$ cat src/rtl/spiwg_pkg.sv
package spiwg_pkg;
   typedef enum logic [1:0] {
      CLS_PASS   = 2'd0,
      CLS_STATUS = 2'd1,
      CLS_PROG   = 2'd2,
      CLS_PLAIN  = 2'd3
   } cmd_cls_e;

   typedef enum logic [1:0] {
      VERD_NONE   = 2'd0,
      VERD_COMMIT = 2'd1,
      VERD_REJECT = 2'd2
   } verdict_e;
endpackage

$ cat src/rtl/spiwg_sync.sv
module spiwg_sync #(
   parameter int          STAGES = 2,
   parameter int          W      = 1,
   parameter logic [W-1:0] INIT  = '0
) (
   input  logic         clk,
   input  logic         rst_n,
   input  logic [W-1:0] d,
   output logic [W-1:0] q
);
   logic [W-1:0] stg [STAGES];

   if (STAGES < 1) begin : g_bad_stages
      $error("spiwg_sync: STAGES must be at least 1");
   end

   for (genvar s = 0; s < STAGES; s++) begin : g_stage
      always_ff @(posedge clk or negedge rst_n) begin
         if (!rst_n)
            stg[s] <= INIT;
         else if (s == 0)
            stg[s] <= d;
         else
            stg[s] <= stg[(s == 0) ? 0 : s-1];
      end
   end

   assign q = stg[STAGES-1];
endmodule

$ cat src/rtl/spiwg_frame_cnt.sv
module spiwg_frame_cnt #(
   parameter int CNT_W = 12,
   parameter int OP_W  = 8
) (
   input  logic             clk,
   input  logic             rst_n,
   input  logic             in_frame,
   input  logic             sck_rise,
   input  logic             frame_end,
   input  logic             sdi,
   output logic [CNT_W-1:0] bit_cnt,
   output logic [OP_W-1:0]  opcode
);
   localparam logic [CNT_W-1:0] CNT_MAX = '1;
   localparam logic [CNT_W-1:0] OP_LEN  = CNT_W'(OP_W);

   if (CNT_W <= $clog2(OP_W + 1)) begin : g_bad_width
      $error("spiwg_frame_cnt: CNT_W too small for the opcode");
   end

   always_ff @(posedge clk or negedge rst_n) begin
      if (!rst_n) begin
         bit_cnt <= '0;
         opcode  <= '0;
      end else if (frame_end) begin
         bit_cnt <= '0;
         opcode  <= '0;
      end else if (in_frame && sck_rise) begin
         if (bit_cnt < OP_LEN)
            opcode <= {opcode[OP_W-2:0], sdi};
         if (bit_cnt != CNT_MAX)
            bit_cnt <= bit_cnt + 1'b1;
      end
   end

   assert_saturate_R10: assert property (@(posedge clk) disable iff (!rst_n)
      (in_frame && sck_rise && !frame_end && bit_cnt == CNT_MAX) |=> (bit_cnt == CNT_MAX));

   assert_clear_at_end_R7: assert property (@(posedge clk) disable iff (!rst_n)
      frame_end |=> (bit_cnt == '0));

   assert_opcode_frozen_R9: assert property (@(posedge clk) disable iff (!rst_n)
      (!frame_end && bit_cnt >= OP_LEN) |=> $stable(opcode));
endmodule

$ cat src/rtl/spiwg_classify.sv
module spiwg_classify
   import spiwg_pkg::*;
#(
   parameter logic [7:0]           OP_STATUS_WR = 8'h01,
   parameter logic [7:0]           OP_PROG      = 8'h02,
   parameter int                   N_PLAIN      = 5,
   parameter logic [N_PLAIN*8-1:0] PLAIN_OPS    = {8'h06, 8'h04, 8'h20, 8'hD8, 8'hC7}
) (
   input  logic [7:0] opcode,
   output cmd_cls_e   cls
);
   logic [N_PLAIN-1:0] plain_hit;

   if (N_PLAIN < 1) begin : g_bad_plain
      $error("spiwg_classify: N_PLAIN must be at least 1");
   end

   for (genvar k = 0; k < N_PLAIN; k++) begin : g_plain
      assign plain_hit[k] = (opcode == PLAIN_OPS[k*8 +: 8]);
   end

   always_comb begin
      if (opcode == OP_STATUS_WR)
         cls = CLS_STATUS;
      else if (opcode == OP_PROG)
         cls = CLS_PROG;
      else if (|plain_hit)
         cls = CLS_PLAIN;
      else
         cls = CLS_PASS;
   end
endmodule

$ cat src/rtl/spiwg_rules.sv
module spiwg_rules
   import spiwg_pkg::*;
#(
   parameter int CNT_W         = 12,
   parameter int STATUS_BITS   = 16,
   parameter int PROG_MIN_BITS = 40
) (
   input  cmd_cls_e         cls,
   input  logic [CNT_W-1:0] bit_cnt,
   output verdict_e         verdict
);
   localparam logic [CNT_W-1:0] OP_BITS  = CNT_W'(8);
   localparam logic [CNT_W-1:0] STAT_LEN = CNT_W'(STATUS_BITS);
   localparam logic [CNT_W-1:0] PROG_MIN = CNT_W'(PROG_MIN_BITS);

   if (PROG_MIN_BITS >= (2**CNT_W) - 1) begin : g_bad_prog
      $error("spiwg_rules: counter cannot reach the program minimum");
   end

   logic whole_bytes;
   logic length_ok;

   assign whole_bytes = (bit_cnt[2:0] == 3'd0);

   always_comb begin
      unique case (cls)
         CLS_STATUS: length_ok = (bit_cnt == STAT_LEN);
         CLS_PROG:   length_ok = whole_bytes && (bit_cnt >= PROG_MIN);
         default:    length_ok = whole_bytes;
      endcase
      if (bit_cnt < OP_BITS || cls == CLS_PASS)
         verdict = VERD_NONE;
      else if (length_ok)
         verdict = VERD_COMMIT;
      else
         verdict = VERD_REJECT;
   end
endmodule

$ cat src/rtl/spiwg_write_guard.sv
module spiwg_write_guard
   import spiwg_pkg::*;
#(
   parameter int                   PWRUP_CYCLES = 10000,
   parameter int                   SYNC_STAGES  = 2,
   parameter int                   CNT_W        = 12,
   parameter int                   ADDR_BYTES   = 3,
   parameter logic [7:0]           OP_STATUS_WR = 8'h01,
   parameter logic [7:0]           OP_PROG      = 8'h02,
   parameter int                   N_PLAIN      = 5,
   parameter logic [N_PLAIN*8-1:0] PLAIN_OPS    = {8'h06, 8'h04, 8'h20, 8'hD8, 8'hC7}
) (
   input  logic       clk,
   input  logic       rst_n,
   input  logic       spi_sck,
   input  logic       spi_cs_n,
   input  logic       spi_sdi,
   output logic       pwr_ready,
   output logic       wr_commit,
   output logic       wr_reject,
   output logic [7:0] wr_opcode
);
   localparam int PU_W          = $clog2(PWRUP_CYCLES + 1);
   localparam int PROG_MIN_BITS = (ADDR_BYTES + 2) * 8;

   if (PWRUP_CYCLES < 1) begin : g_bad_pwrup
      $error("spiwg_write_guard: PWRUP_CYCLES must be at least 1");
   end

   // synchronised pins: {cs_n, sck, sdi}, chip select idles high
   logic [2:0] pins_s;
   spiwg_sync #(.STAGES(SYNC_STAGES), .W(3), .INIT(3'b100)) u_sync (
      .clk  (clk),
      .rst_n(rst_n),
      .d    ({spi_cs_n, spi_sck, spi_sdi}),
      .q    (pins_s)
   );

   logic cs_s, sck_s, sdi_s, cs_d, sck_d;
   assign {cs_s, sck_s, sdi_s} = pins_s;

   always_ff @(posedge clk or negedge rst_n) begin
      if (!rst_n) begin
         cs_d  <= 1'b1;
         sck_d <= 1'b0;
      end else begin
         cs_d  <= cs_s;
         sck_d <= sck_s;
      end
   end

   logic cs_fall, cs_rise, sck_rise, in_frame;
   assign cs_fall  = !cs_s && cs_d;
   assign cs_rise  = cs_s && !cs_d;
   assign sck_rise = sck_s && !sck_d;
   assign in_frame = !cs_s;

   // power-up wait
   logic [PU_W-1:0] pu_cnt;
   always_ff @(posedge clk or negedge rst_n) begin
      if (!rst_n)
         pu_cnt <= '0;
      else if (pu_cnt != PU_W'(PWRUP_CYCLES))
         pu_cnt <= pu_cnt + 1'b1;
   end
   assign pwr_ready = (pu_cnt == PU_W'(PWRUP_CYCLES));

   // a frame is honoured only if it opened after power-up
   logic armed;
   always_ff @(posedge clk or negedge rst_n) begin
      if (!rst_n)
         armed <= 1'b0;
      else if (cs_fall)
         armed <= pwr_ready;
      else if (cs_rise)
         armed <= 1'b0;
   end

   logic [CNT_W-1:0] bit_cnt;
   logic [7:0]       opcode;
   spiwg_frame_cnt #(.CNT_W(CNT_W), .OP_W(8)) u_cnt (
      .clk      (clk),
      .rst_n    (rst_n),
      .in_frame (in_frame),
      .sck_rise (sck_rise),
      .frame_end(cs_rise),
      .sdi      (sdi_s),
      .bit_cnt  (bit_cnt),
      .opcode   (opcode)
   );

   cmd_cls_e cls;
   spiwg_classify #(
      .OP_STATUS_WR(OP_STATUS_WR),
      .OP_PROG     (OP_PROG),
      .N_PLAIN     (N_PLAIN),
      .PLAIN_OPS   (PLAIN_OPS)
   ) u_cls (
      .opcode(opcode),
      .cls   (cls)
   );

   verdict_e verdict;
   spiwg_rules #(
      .CNT_W        (CNT_W),
      .STATUS_BITS  (16),
      .PROG_MIN_BITS(PROG_MIN_BITS)
   ) u_rules (
      .cls    (cls),
      .bit_cnt(bit_cnt),
      .verdict(verdict)
   );

   logic decide;
   assign decide = cs_rise && armed;

   always_ff @(posedge clk or negedge rst_n) begin
      if (!rst_n) begin
         wr_commit <= 1'b0;
         wr_reject <= 1'b0;
         wr_opcode <= '0;
      end else begin
         wr_commit <= decide && (verdict == VERD_COMMIT);
         wr_reject <= decide && (verdict == VERD_REJECT);
         if (decide && verdict != VERD_NONE)
            wr_opcode <= opcode;
      end
   end

   assert_exclusive_R8: assert property (@(posedge clk) disable iff (!rst_n)
      !(wr_commit && wr_reject));

   assert_single_pulse_R8: assert property (@(posedge clk) disable iff (!rst_n)
      (wr_commit || wr_reject) |=> !(wr_commit || wr_reject));

   assert_ready_holds_R2: assert property (@(posedge clk) disable iff (!rst_n)
      pwr_ready |=> pwr_ready);

   assert_gated_by_ready_R2: assert property (@(posedge clk) disable iff (!rst_n)
      (wr_commit || wr_reject) |-> pwr_ready);
endmodule

$ cat config.mk
export PLATFORM = sky130hd
export DESIGN_NAME = spiwg_write_guard
export DESIGN_NICKNAME = d
export VERILOG_FILES = /design/src/rtl/spiwg_pkg.sv /design/src/rtl/spiwg_sync.sv /design/src/rtl/spiwg_frame_cnt.sv /design/src/rtl/spiwg_classify.sv /design/src/rtl/spiwg_rules.sv /design/src/rtl/spiwg_write_guard.sv
export SDC_FILE = /design/constraint.sdc
export NUM_CORES = 1
export LEC_CHECK = 0
export CAP_MARGIN = 20
export CORE_MARGIN = 2
export CORE_UTILIZATION = 45
export CTS_CLUSTER_DIAMETER = 150
export DETAILED_ROUTE_END_ITERATION = 8
export PLACE_DENSITY_LB_ADDON = 0.2
export SLEW_MARGIN = 30
export SYNTH_ARGS = -nofsm -noshare
export SYNTH_HDL_FRONTEND = slang
export SYNTH_SLANG_ARGS = --single-unit
$ cat constraint.sdc
create_clock -name clk -period 2.45 [get_ports clk]
set_input_delay 0.3675 -clock clk [delete_from_list [all_inputs] [get_ports clk]]
set_output_delay 0.3675 -clock clk [all_outputs]
set_load 0.03 [all_outputs]
==> reports/metrics.yaml, run 1 <==
path_class: "reg2reg"
yosysTopAreaCellShare_pct: 50.6
p_leak_nw: 1.27
routedWlPerCell_um: 12.9
seq_area_frac_synth_pct: 53.8
grt_pass1_vias: 1582
hold_class: "in2async"
post-dp-hpwl_um: 2850
io_pins: 16
die_area_um2: 6110
path_clk_slew_ps: 100
status: "complete, no violations"
place_area_um2: 2730
slew_headroom_pct: 61.4
synthesis.nets: 233
synth.area.top_cells: "dfrtp_1, mux2_2, xnor2_1"
worstSkewPairLatency_ps: 310
ys.flop_type: "dfrtp_1"
timing.fmax_mhz: 488
yosys_warnings: 0
row_count: 26
design_area_um2: 2850
syn-instance-count: 222
cp.required_ps: 2640
cts_buffer_depth: 2
final_core_utilization_pct: 54.8
n_fill_cell: 469
start_kind: "flop"
r2r_start: "u_cnt.opcode[4]"
gp_congestion: 0.808
regArea_um2: 1330
vias_per_cell: 5.21
drt_iter0_markers: 119
dieWidth_um: 78.1
cts_hold_buffers: 0
diodes: 0
synth-edff-count: 0
port_buffers: 15
hold_viol: 0
fin_setup_tns_ps: 0
period_minus_slack_ps: 2050
syn_to_final_growth_pct: 15.3
num_vias: 1642
syn_area_um2: 2470
yosysTopAreaCell: "dfrtp_1"
cts_tree: "yes"
worst_pin_slew_ps: 577
cts.htree.levels: 2
multi_input_area_um2: 1090
instances_no_fill: 315
r2r_cells: 4
gr-usage-all-layers_pct: 15.2
async_flop_share_pct: 100
cts_buffers: 5
finalClockSkew_ps: 11.2
power.density_nw_per_um2: 779
coreArea_um2: 5200
antenna_found_initial: 0
initial_utilization_pct: 47.5
layout-drive-gt1-share_pct: 15.9
numClockSinks: 53
ir_drop_mv: 0.390
critPathArrivalTime_ps: 2240
r2r_setup_slack_ps: 400
drc: 0
nets: 255
finalSetupViolCount: 0
cp-end-kind: "flop"
avgSynthCellArea_um2: 11.1
ys_types: 41
fin_crit_sh_pct: 83.7
grt_max_degree: 32
placed_cells: 307
rsz0062_at_grt: "false"
grt_pass1_wl_um: 7380
synth_seq_cells: 53
cts_root_buf: "clkbuf_8"
die_y_um: 78.1
dr.pass1.iters: 4
reg2reg_to: "wr_opcode[7]"
grt_overflow: 0
final_max_slew_viol_count: 0
drv_cap: 0
detail-route-antenna-nets: 0
routed_wl_um: 4060
crit_fanout: 10
==> cells in the mapped netlist (4+ instances only) <==
master / count
dfrtp_1: 50
ha_1: 6
xnor2_1: 14
o21ai_0: 9
nor2_1: 16
mux2_2: 12
nor3_1: 4
and3_1: 5
a31o_2: 9
a21oi_1: 8
nor4_1: 5
nand2_1: 15
nor2b_1: 9
nand3_1: 12
inv_1: 9
==> logic make-up (layout without fill, tap and decap cells) <==
kind of cell,count (synthesis),in the layout,share of synthesized area [%]
AOI/OAI and AO/OA,37,37,11.6
adders and majority gates,6,6,3.03
DFF,53,53,53.8
buffers and inverters,13,36,2.02
xor gates and xnor gates,17,17,6.02
muxes,12,12,5.46
and+or+nand+nor,84,84,18.1
==> registers in the layout (all words and copies together) (netlist names) <==
signal	flops
wr_reject	1
pu_cnt	14
sck_d	1
u_sync.stg	3
wr_commit	1
u_sync.q	3
wr_opcode	8
u_cnt.bit_cnt	12
u_cnt.opcode	8
armed	1
cs_d	1
==> worst max-delay path, cell delays in order, from the launching register on <==
cell	delay, ps
dfrtp_1	450
or4_1	570
a2111oi_4	420
o211ai_4	190
mux2_2	310
==> layout by cell type (no fill, tap or decap), drive strengths merged, types with 3 or more instances in the layout <==
cell type and instances:
a2111oi 3, a21oi 8, a31o 9, and3 5, buf 5, clkbuf 5
clkdlybuf4s50 13, dfrtp 50, dfstp 3, ha 6, inv 11, mux2 12
nand2 15, nand3 12, nor2 16, nor2b 9, nor3 4, nor4 5
o21ai 9, xnor2 14, xor2 3
==> worst max path at each step <==
stage,to,start
after floorplan,wr_opcode[0],u_cnt.opcode[5]
after global placement,wr_opcode[4],u_cnt.opcode[5]
after detailed placement,wr_opcode[7],u_cnt.opcode[5]
after CTS,pwr_ready,pu_cnt[6]
after global routing,wr_opcode[0],u_cnt.bit_cnt[8]
final,wr_opcode[7],u_cnt.opcode[4]
==> metal layers <==
metal | track usage, % | vias to the layer above | part of all wire [%]
li1 | - | 844 | -
met1 | 21.7 | 774 | 52
met3 | 4.83 | 2 | 3.3
met5 | 0 | - | 0
met2 | 22.6 | 22 | 44
met4 | 3.68 | 0 | 0.47
==> power breakdown <==
group	internal (mW)	leakage, nW	total, mW	switching, mW
clock network	0.312	0.0591	0.602	0.290
registers	0.966	0.686	1.13	0.162
logic	0.262	0.523	0.491	0.229
total	1.54	1.27	2.22	0.681
==> stage by stage <==
step / hold slack [ps] / setup slack [ps] / total power [mW]
after global routing: 49.8 / 270 / 2.38
final: 23.9 / 400 / 2.22
after CTS: 28.3 / 66.1 / 2.25
after global placement: 334 / 423 / 1.63
after detailed placement: 336 / 405 / 1.64
after floorplan: 71.9 / 498 / 1.52
==> layout make-up <==
| class | instances | area share [%] |
|---|---|---|
| flip-flops and latches | 53 | 46.6 |
| multi-input cells | 156 | 38.4 |
| repair buffers | 19 | 6.67 |
| well taps | 70 | 3.07 |
| clock buffers | 5 | 2.41 |
| clock inverters | 3 | 1.67 |
| inverters | 9 | 1.18 |
==> what timing repair did <==
item | CTS | global route
resized for setup | 0 | 1
setup endpoints to repair | 0 | 1
setup buffers | 0 | 0
(Power assumes the default switching activity.)
==> run 2: changes to the inputs <==
- clock period: 2.45 -> 1.65 ns (I/O delays scaled with it)
==> run 2 against run 1 <==
Effect of this change:
- core utilization grew 15 points
- the flow now finishes with violations (setup timing)
- total power is 80% higher
- final area is 27% higher
- combinational power increased to 3.0 times the previous value
- first-iteration DRC count shrank 19%
- die area stayed put
- final cell count rose by 20%
- non-clock buffer count grew 62
- global-route usage rose by 4.2 points
- maximum frequency increased by 7.0%
==> reports/metrics.yaml, run 2 (synthesized netlist as in run 1, its figures left out) <==
timing.fmax_mhz: 522
grt_pass1_vias: 1952
final_common_cell: "buf_4"
dieWidth_um: 78.1
fin_crit_sh_pct: 116
path_class: "reg2reg"
drt_iter0_markers: 96
coreArea_um2: 5200
routed_wl_um: 5630
crit_family: "simple AND/OR/NAND/NOR gates"
drv_cap: 0
initial_utilization_pct: 47.5
drc: 0
place_area_um2: 3120
dr.pass1.iters: 4
diodes: 0
pre_cts_ws_ps: -287
start_kind: "flop"
rsz0062_at_grt: "true"
regArea_um2: 1330
cts_buffers: 5
power.density_nw_per_um2: 1100
die_area_um2: 6110
io_pins: 16
worstSkewPairLatency_ps: 320
period_minus_slack_ps: 1920
p_leak_nw: 1.69
critPathArrivalTime_ps: 2130
slowest_stage: "or4_4"
fin_ws_ps: -266
top_regs: "pu_cnt (14), u_cnt.bit_cnt (12)"
nets: 317
multi_input_area_um2: 1350
routedWlPerCell_um: 14.9
cp.required_ps: 1860
crit_fanout: 10
layout_common_cells: "buf_4, dfrtp_1, nand2_1"
post-dp-hpwl_um: 3580
die_y_um: 78.1
path_clk_slew_ps: 100
top_register: "pu_cnt"
critPathMaxStageDelay_ps: 550
hold_viol: 0
design_area_um2: 3620
cp.buffers_inverters: 0
ir_drop_mv: 0.615
final_max_slew_viol_count: 0
numClockSinks: 53
cp_cell_sequence: "or4_4 > a2111oi_4 > o211ai_4 > mux2_2"
cts_buffer_depth: 2
row_count: 26
num_vias: 1981
worst_pin_slew_ps: 384
gp_congestion: 0.791
cts.htree.levels: 2
finalSetupViolCount: 21
slew_headroom_pct: 74.2
grt_overflow: 0
cts_tree: "yes"
grt_pass1_wl_um: 9130
hold_slack_ps: 335
gr-usage-all-layers_pct: 19.4
cts_root_buf: "clkbuf_8"
hold_class: "in2reg"
antenna_found_initial: 0
grt_max_degree: 40
status: "finished, violations left"
largest_reg_flops: 14
layout-drive-gt1-share_pct: 44.0
vias_per_cell: 5.25
failed_checks: "setup timing"
port_buffers: 15
syn_to_final_growth_pct: 46.5
n_fill_cell: 383
detail-route-antenna-nets: 0
finalClockSkew_ps: 10.4
cp-end-kind: "flop"
## run 2: stage by stage
stage / std cells / total power [mW] / setup TNS (ps) / utilization (%)
3_5_place_dp: 350 / 2.84 / -3070 / 59.9
2_1_floorplan: 222 / 2.31 / -2000 / -
3_3_place_gp: 350 / 2.80 / -2820 / 59.9
4_1_cts: 369 / 3.90 / -2350 / 66.5
5_1_grt: 377 / 4.22 / -4980 / 69.6
6_report: 377 / 4.00 / -3130 / 69.6
## run 2: what timing repair did
item,4_1_cts,5_1_grt
pin swaps,17,11
setup buffers,11,9
resized for setup,26,24
endpoints found under the hold margin,12,0
endpoints found under the setup margin,26,32
hold buffers,1,0
gates cloned,0,0
## run 2: worst register-to-register path, stage by stage (launching register included)
cell	delay, ps
dfrtp_1	390
or4_4	550
a2111oi_4	350
o211ai_4	200
mux2_2	330
## run 2: worst paths after layout
path	slack [ps]	endpoint	cells past startpoint	start
worst max-delay path	-270	wr_opcode[2]	4	u_cnt.opcode[5]
worst max register to register	-270	wr_opcode[2]	4	u_cnt.opcode[5]
worst min register to register	360	u_sync.q[0]	0	u_sync.stg[3]
worst min-delay path	330	u_sync.stg[5]	1	spi_cs_n
max in group asynchronous	670	cs_d	3	rst_n
min in group asynchronous	390	pu_cnt[7]	2	rst_n
## run 2: power by group
| part | switching [mW] | internal, mW | total [mW] |
|---|---|---|---|
| combinational | 0.643 | 0.837 | 1.48 |
| clock | 0.472 | 0.466 | 0.938 |
| sequential | 0.151 | 1.44 | 1.59 |
| total | 1.27 | 2.74 | 4.00 |
## run 2: routing by layer
| metal | vias to the layer above | routed length [um] | global-route usage, % |
|---|---|---|---|
| met5 | - | 0 | 0 |
| met4 | 0 | 54 | 4.74 |
| met3 | 6 | 164 | 4.25 |
| met2 | 21 | 2840 | 33.2 |
| met1 | 992 | 2580 | 25.2 |
| li1 | 962 | - | - |
## run 2: final cells by class
cell class,instances,area share [%]
Timing Repair Buffer,81,19.5
Tap cell,70,2.42
Multi-Input combinational cell,156,37.2
Sequential cell,53,36.7
Clock inverter,3,1.38
Inverter,9,0.932
Clock buffer,5,1.90
